## src/rtl/pipe_seq_pkg.sv

```systemverilog
package pipe_seq_pkg;
  localparam int unsigned PC_W = 32;
  localparam logic [PC_W-1:0] VEC_RESET = 32'h0000_0000;
  localparam logic [PC_W-1:0] VEC_IRQ   = 32'h0000_0018;
  localparam logic [PC_W-1:0] VEC_FIQ   = 32'h0000_001C;

  typedef enum logic [1:0] {EXC_NONE, EXC_IRQ, EXC_FIQ} exc_kind_e;

  // size of one instruction in bytes for the current state
  function automatic logic [PC_W-1:0] seq_step(input logic compact);
    return compact ? 32'd2 : 32'd4;
  endfunction

  // PC visible to the executing instruction: two instructions ahead
  function automatic logic [PC_W-1:0] pc_view(input logic [PC_W-1:0] addr,
                                              input logic compact);
    return addr + (seq_step(compact) << 1);
  endfunction

  function automatic logic [PC_W-1:0] vector_of(input exc_kind_e kind);
    case (kind)
      EXC_FIQ: return VEC_FIQ;
      EXC_IRQ: return VEC_IRQ;
      default: return VEC_RESET;
    endcase
  endfunction
endpackage

```

## src/rtl/pcs_stage.sv

```systemverilog
module pcs_stage #(
  parameter int unsigned W = 32
) (
  input  logic         clk,
  input  logic         rst_n,
  input  logic         kill_i,
  input  logic         vld_i,
  input  logic [W-1:0] dat_i,
  output logic         vld_o,
  output logic [W-1:0] dat_o
);
  always_ff @(posedge clk or negedge rst_n) begin
    if (!rst_n) begin
      vld_o <= 1'b0;
      dat_o <= '0;
    end else if (kill_i) begin
      vld_o <= 1'b0;
    end else begin
      vld_o <= vld_i;
      dat_o <= dat_i;
    end
  end
endmodule

```

## src/rtl/pcs_fetch.sv

```systemverilog
module pcs_fetch
  import pipe_seq_pkg::*;
(
  input  logic            clk,
  input  logic            rst_n,
  input  logic            compact_i,
  input  logic            redir_i,
  input  logic [PC_W-1:0] dest_i,
  output logic [PC_W-1:0] addr_o
);
  always_ff @(posedge clk or negedge rst_n) begin
    if (!rst_n)       addr_o <= VEC_RESET;
    else if (redir_i) addr_o <= dest_i;
    else              addr_o <= addr_o + seq_step(compact_i);
  end
endmodule

```

## src/rtl/pcs_arbiter.sv

```systemverilog
module pcs_arbiter
  import pipe_seq_pkg::*;
(
  input  logic            e_vld_i,
  input  logic            br_i,
  input  logic [PC_W-1:0] br_tgt_i,
  input  logic            irq_i,
  input  logic            fiq_i,
  input  logic            d_vld_i,
  input  logic [PC_W-1:0] d_pc_i,
  input  logic            f_vld_i,
  input  logic [PC_W-1:0] f_pc_i,
  input  logic [PC_W-1:0] fetch_pc_i,
  output logic            take_o,
  output logic [PC_W-1:0] vec_o,
  output logic [PC_W-1:0] link_o,
  output logic            redir_o,
  output logic [PC_W-1:0] dest_o
);
  exc_kind_e kind;
  logic      br_eff;

  always_comb begin
    br_eff = e_vld_i && br_i;
    if (!e_vld_i)   kind = EXC_NONE;
    else if (fiq_i) kind = EXC_FIQ;
    else if (irq_i) kind = EXC_IRQ;
    else            kind = EXC_NONE;
    take_o  = (kind != EXC_NONE);
    vec_o   = vector_of(kind);
    redir_o = br_eff || take_o;
    dest_o  = take_o ? vec_o : br_tgt_i;
    if (br_eff)       link_o = br_tgt_i;
    else if (d_vld_i) link_o = d_pc_i;
    else if (f_vld_i) link_o = f_pc_i;
    else              link_o = fetch_pc_i;
  end
endmodule

```

## src/rtl/pipe_seq_ctrl.sv

```systemverilog
module pipe_seq_ctrl
  import pipe_seq_pkg::*;
#(
  parameter int unsigned IW = 32
) (
  input  logic            clk,
  input  logic            rst_n,
  input  logic            compact_i,
  output logic [PC_W-1:0] imem_addr_o,
  input  logic [IW-1:0]   imem_rdata_i,
  output logic            ex_valid_o,
  output logic [PC_W-1:0] ex_pc_o,
  output logic [IW-1:0]   ex_instr_o,
  output logic [PC_W-1:0] ex_pcread_o,
  input  logic            ex_redirect_i,
  input  logic [PC_W-1:0] ex_target_i,
  input  logic            irq_i,
  input  logic            fiq_i,
  output logic            exc_take_o,
  output logic [PC_W-1:0] exc_vector_o,
  output logic [PC_W-1:0] exc_link_o
);
  localparam int unsigned SW = PC_W + IW;

  // named internal events, visible to the bound checker
  logic            flush_w;
  logic [PC_W-1:0] dest_w;
  logic            f_vld, d_vld;
  logic [PC_W-1:0] f_pc;
  logic [SW-1:0]   d_dat, e_dat;

  pcs_fetch u_fetch (
    .clk(clk), .rst_n(rst_n), .compact_i(compact_i),
    .redir_i(flush_w), .dest_i(dest_w), .addr_o(imem_addr_o)
  );

  pcs_stage #(.W(PC_W)) u_fs (
    .clk(clk), .rst_n(rst_n), .kill_i(flush_w),
    .vld_i(1'b1), .dat_i(imem_addr_o), .vld_o(f_vld), .dat_o(f_pc)
  );

  pcs_stage #(.W(SW)) u_ds (
    .clk(clk), .rst_n(rst_n), .kill_i(flush_w),
    .vld_i(f_vld), .dat_i({f_pc, imem_rdata_i}), .vld_o(d_vld), .dat_o(d_dat)
  );

  pcs_stage #(.W(SW)) u_es (
    .clk(clk), .rst_n(rst_n), .kill_i(flush_w),
    .vld_i(d_vld), .dat_i(d_dat), .vld_o(ex_valid_o), .dat_o(e_dat)
  );

  assign ex_pc_o     = e_dat[SW-1:IW];
  assign ex_instr_o  = e_dat[IW-1:0];
  assign ex_pcread_o = pc_view(ex_pc_o, compact_i);

  pcs_arbiter u_arb (
    .e_vld_i(ex_valid_o), .br_i(ex_redirect_i), .br_tgt_i(ex_target_i),
    .irq_i(irq_i), .fiq_i(fiq_i),
    .d_vld_i(d_vld), .d_pc_i(d_dat[SW-1:IW]),
    .f_vld_i(f_vld), .f_pc_i(f_pc), .fetch_pc_i(imem_addr_o),
    .take_o(exc_take_o), .vec_o(exc_vector_o), .link_o(exc_link_o),
    .redir_o(flush_w), .dest_o(dest_w)
  );
endmodule

```

## config.mk

```make
export PLATFORM = sky130hd
export DESIGN_NAME = pipe_seq_ctrl
export DESIGN_NICKNAME = d
export VERILOG_FILES = /design/src/rtl/pipe_seq_pkg.sv /design/src/rtl/pcs_stage.sv /design/src/rtl/pcs_fetch.sv /design/src/rtl/pcs_arbiter.sv /design/src/rtl/pipe_seq_ctrl.sv
export SDC_FILE = /design/constraint.sdc
export NUM_CORES = 1
export LEC_CHECK = 0
export CAP_MARGIN = 20
export CORE_AREA = 2 2 150 152
export DETAILED_ROUTE_END_ITERATION = 10
export DIE_AREA = 0 0 152 154
export PLACE_DENSITY = 0.84
export SLEW_MARGIN = 20
export SYNTH_ARGS = -nofsm -noshare
export SYNTH_HDL_FRONTEND = slang
export SYNTH_HIERARCHICAL = 1
export SYNTH_SLANG_ARGS = --single-unit
```

## constraint.sdc

```tcl
create_clock -name clk -period 2.55 [get_ports clk]
set_input_delay 0.3825 -clock clk [delete_from_list [all_inputs] [get_ports clk]]
set_output_delay 0.3825 -clock clk [all_outputs]
set_load 0.03 [all_outputs]
```

# --- Word-level counts from Yosys, hierarchy flattened ---
# Cells that the tools add are included.
word_totals:
  reg_bits: 195
  input_bits: 70
  word_cells: 27
classes:
  n_addsub: 2
  eq_ne: 2
  muxes: 13
  reduce_logical: 3
op_table:
  columns: ["cell", "n"]
  rows:
  - ["2-to-1 mux 32 bit", 5]
  - ["adder 32 bit", 2]
  - ["case mux 5 bit (2 select lines)", 1]
  - ["2-to-1 mux 1 bit", 4]
  - ["2-to-1 mux 2 bit", 2]
  - ["2-to-1 mux 3 bit", 1]
  - ["== test 2 x 1 -> 1 bit (second input constant)", 1]
  - ["== test 2 bit (second input constant)", 1]
  - ["nonzero test 2 bit", 1]
  - ["logical AND 1 bit", 1]
  - ["logical OR 1 bit", 1]

# --- Longest topological paths before layout ---
logic_depth:
  word_depth: 7
  mapped_depth: 8
  depth_no_buf: 7

# --- Hierarchy ---
# Netlist, hierarchy kept.
modules_own_cells:
  columns: ["mod", "instances", "cells_per_inst", "area_per_inst_um2", "seq_area_each_um2"]
  rows:
  - ["pcs_stage (u_ds ...)", 2, 137, 2610.0, 1626.6]
  - ["pcs_fetch", 1, 208, 1848.0, 800.8]
  - ["pcs_arbiter", 1, 220, 1712.9, 0.0]
  - ["pcs_stage (u_fs)", 1, 70, 1372.6, 825.8]
  - ["pipe_seq_ctrl", 1, 90, 635.6, 0.0]

# --- Worst setup path before layout ---
# OpenSTA, ideal clock, no wires.
synth_path:
  kind: "register to output"
  start: "register u_es.dat_o[34]"
  end: "output ex_pcread_o[16]"
  t_arrival_ns: 2.404
  t_required_ns: 2.168
  slack_ns: -0.236
  path_stages_with_launch: 8
  path_cell_list: "dfrtp_1 -> ha_1 -> inv_1 -> fa_1 -> nand3b_1 -> nor3_1 -> nand3_1 -> xnor2_1"
synth_via:
  elab_chain_len: 1
synth_lines:
  columns: ["item", "line_no", "rtl"]
  rows:
  - ["start, declared", "pcs_stage.sv:10", "output logic [W-1:0] dat_o"]
  - ["start signal, assigned", "pcs_stage.sv:20", "dat_o <= dat_i;"]
  - ["adder 32 bit", "pipe_seq_pkg.sv:17", "return addr + (seq_step(compact) << 1);"]
  - ["end, declared", "pipe_seq_ctrl.sv:14", "output logic [PC_W-1:0] ex_pcread_o,"]
# Every way passes these cells.

# --- Worst setup path after layout ---
layout_path:
  start: "register u_es.dat_o[34]"
  end: "output ex_pcread_o[28]"
# The elaborated chain is that of the path after synthesis.

==> run_results.csv <==
group,metric,value,unit
outcome,status,"complete, but fails checks",
outcome,violations,"setup timing",
power,pwr-share-seq,28.6,%
clocking,clkLatencyLatePin,440,ps
power,leakagePower,6.40,nW
clocking,cts_tree,"yes",
worst_setup_path,crit_arrival,2360,ps
power,powerDensity,1460,mW/mm²
logic_synthesis,yosysMostFrequentCell,"dfrtp_1",
clocking,cts_buffers,17,
worst_setup_path,path_cells,"ha_2, inv_2, fa_2, nand3b_1, buf_4, nor2_4, nand4_1, xnor2_2, buf_6",
flow_run,maxCapViolations,0,
layout,drive_above_1_share,35.4,%
route,drt_drc_violations_left,0,
worst_setup_path,crit_path_end_kind,"primary output",
floorplanning,dieArea,0.0234,mm²
grt,grt_max_degree,80,
worst_setup_path,start_kind,"flop",
route,drt_first_pass_iters,5,
floorplanning,num_rows,54,
clocking,cts.path.max_buffers,2,
sta,setup_viol,11,
layout,syn2layout_area_growth,35.3,%
logic_synthesis,synthSimpleGateAreaFrac,11.1,%
sta,slew_violations,0,
logic_synthesis,ys_ff_latch,195,
logic_synthesis,avgSynthCellArea,12.5,µm²
worst_setup_path,critPathMaxFanout,3,
route,post_drt_wl_per_cell,18.6,µm
power,vdd_drop_max,0.000879,V
grt,grt_pass1_wl,42500,µm
route,dr_total_vias,7561,
floorplanning,die_w,152,µm
route,via_per_inst,5.26,
clocking,clkTransAtPathRegs,80,ps
placement,hpwl,20100,µm
layout,utilization,67.3,%
worst_hold_path,holdCritPathClass,"input pin to async pin",
floorplanning,start_util,49.7,%
logic_synthesis,ys_top_cells_by_area,"dfrtp_1, mux2_4, mux2_2, mux2i_1, xnor2_1",
power,switching_share,42.6,%
floorplanning,fp.dieH,154,µm
logic_synthesis,yosys-top-cells-count,"dfrtp_1, mux2_4, nand2_1, mux2_2, buf_4",
worst_setup_path,cp.required,2170,ps
logic_synthesis,synth_cells,862,
logic_synthesis,synth_area,0.0108,mm²
placement,place_congestion,0.898,
route,drt_iter0_drc,555,
logic_synthesis,synth_xor_area_share,3.08,%
logic_synthesis,yosys_most_used_dff,"dfrtp_1",
power,p_clk_share,12.9,%
power,power.switching,0.00907,W
worst_setup_path,r2r_start,"u_fetch/addr_o[1]",
logic_synthesis,synth_fa_ha_area_share,1.07,%
grt,grt_pass1_vias,7671,
logic_synthesis,synth_compound_area_share,4.19,%
logic_synthesis,synthMuxAreaShare,28.8,%
sta,hold_ws,382,ps
power,p_comb_share,58.6,%
logic_synthesis,synth-edff-count,0,
worst_setup_path,cp_slowest_cell,"dfrtp_1",
sta,hold_viol,0,
sta,skew,10.2,ps
logic_synthesis,seq_area_frac_synth,45.2,%
logic_synthesis,synth_cell_types,49,
power,intPower,0.0122,W
sta,rsz0062_at_grt,"yes",
logic_synthesis,synth_top_family_by_area,"multiplexers",
clocking,cts_sinks,195,
clocking,root_buffer,"clkbuf_16",
worst_setup_path,reg2reg_depth,7,
grt,track_usage,22.8,%
placement,io_buffers,234,
sta,min_period,2740,ps
floorplanning,core,0.0217,mm²
floorplanning,ios,264,
logic_synthesis,async_flop_share,100,%
worst_setup_path,max_stage_delay,380,ps
clocking,cts_max_level,4,
logic_synthesis,synth_top_area_share,45.2,%
route,ant_nets,0,
sta,setup_slack,-189,ps
worst_setup_path,r2r_end,"u_fetch/addr_o[31]",
worst_setup_path,criticalPathCategory,"flop to primary output",
grt,antenna_found_initial,0,
logic_synthesis,yosys_warnings,6,
worst_setup_path,rrSetupSlack,10,ps
route,finalWirelength,26800,µm
grt,overflow,0,
sta,setup_tns,-1320,ps
sta,max_freq,365,MHz
sta,post-route-period-util,107,%
layout,fin_nets,1222,
layout,antenna_cells,0,
logic_synthesis,yosysTopAreaCell,"dfrtp_1",
[critical path: cells and delay by family (launching register included)]
family	cells	cell delay [ps]
adder cells (fa/ha/maj)	2	540
AND/OR/NAND/NOR	3	440
flip-flops	1	380
buffers and inverters	3	380
XOR/XNOR	1	180
[cell families after synthesis]
family,Yosys count
AO/OA/AOI/OAI,77
flip-flops,195
adder cells (fa/ha/maj),8
multiplexers,227
buffers and inverters,95
other,2
AND/OR/NAND/NOR,220
XOR/XNOR,38
[layer usage]
metal  share of wire, %  GRT usage (%)  vias to the layer above
met5                  0              0                        -
met4                2.0           6.72                        0
met3                4.7           4.59                       39
met2                 49           38.1                      252
met1                 44           30.1                     3703
li1                   -              -                     3567
[per-stage QoR]
stage	total power (W)	area (µm²)	cells	worst slack, ps
global route	0.0223	14600	1437	-305
finish	0.0213	14600	1437	-189
CTS	0.0212	14400	1421	-236
floorplan	0.0137	11000	890	10.5
detailed placement	0.0183	13700	1384	-562
global placement	0.0180	13700	1384	-480
[placed cells by master (no fill, tap or decap), types with 29 or more instances in the layout]
master           count
dfrtp_1            186
clkdlybuf4s50_1    171
mux2_4             157
buf_4              102
nand2_1             73
mux2_2              38
mux2i_1             32
and2_1              31
o21ai_1             30
conb_1              30
buf_12              29
[worst max path at each step]
stage                     cells after the start           start                 end
after floorplan                               7  u_es/dat_o[34]     ex_pcread_o[26]
after global placement                        8       compact_i  u_fetch/addr_o[27]
after detailed placement                      8       compact_i  u_fetch/addr_o[31]
after CTS                                     9  u_es/dat_o[34]     ex_pcread_o[28]
after global routing                          9  u_es/dat_o[34]     ex_pcread_o[28]
final                                         9  u_es/dat_o[34]     ex_pcread_o[28]
[flip-flops by register name (all words and copies together), names as in the netlist]
signal          flops
u_fetch/addr_o     32
u_ds/dat_o         64
u_es/dat_o         64
u_fs/dat_o         32
u_fs/vld_o          1
u_ds/vld_o          1
u_es/vld_o          1
[power groups by stage]
stage               combinational (W)  clock [W]  sequential (W)
CTS                            0.0123    0.00279         0.00611
finish                         0.0125    0.00274         0.00608
global placement               0.0119          0         0.00603
detailed placement             0.0122          0         0.00615
global route                   0.0131    0.00291         0.00631
floorplan                     0.00654          0         0.00719
[final cells by class]
type | instances | area, µm²
flip-flops and latches | 195 | 4890
clock inverters | 15 | 190
repair buffers | 314 | 3190
multi-input cells | 600 | 5490
fillers | 1512 | 7090
well taps | 280 | 350
clock buffers | 17 | 425
inverters | 16 | 60.1
[timing repair]
action	CTS	global route
pin swaps	7	11
buffers inserted	4	16
hold buffers	1	0
endpoints found under the setup margin	36	28
endpoints found under the hold margin	22	0
gates resized for setup	29	15
Power figures use the tool's default switching activity.
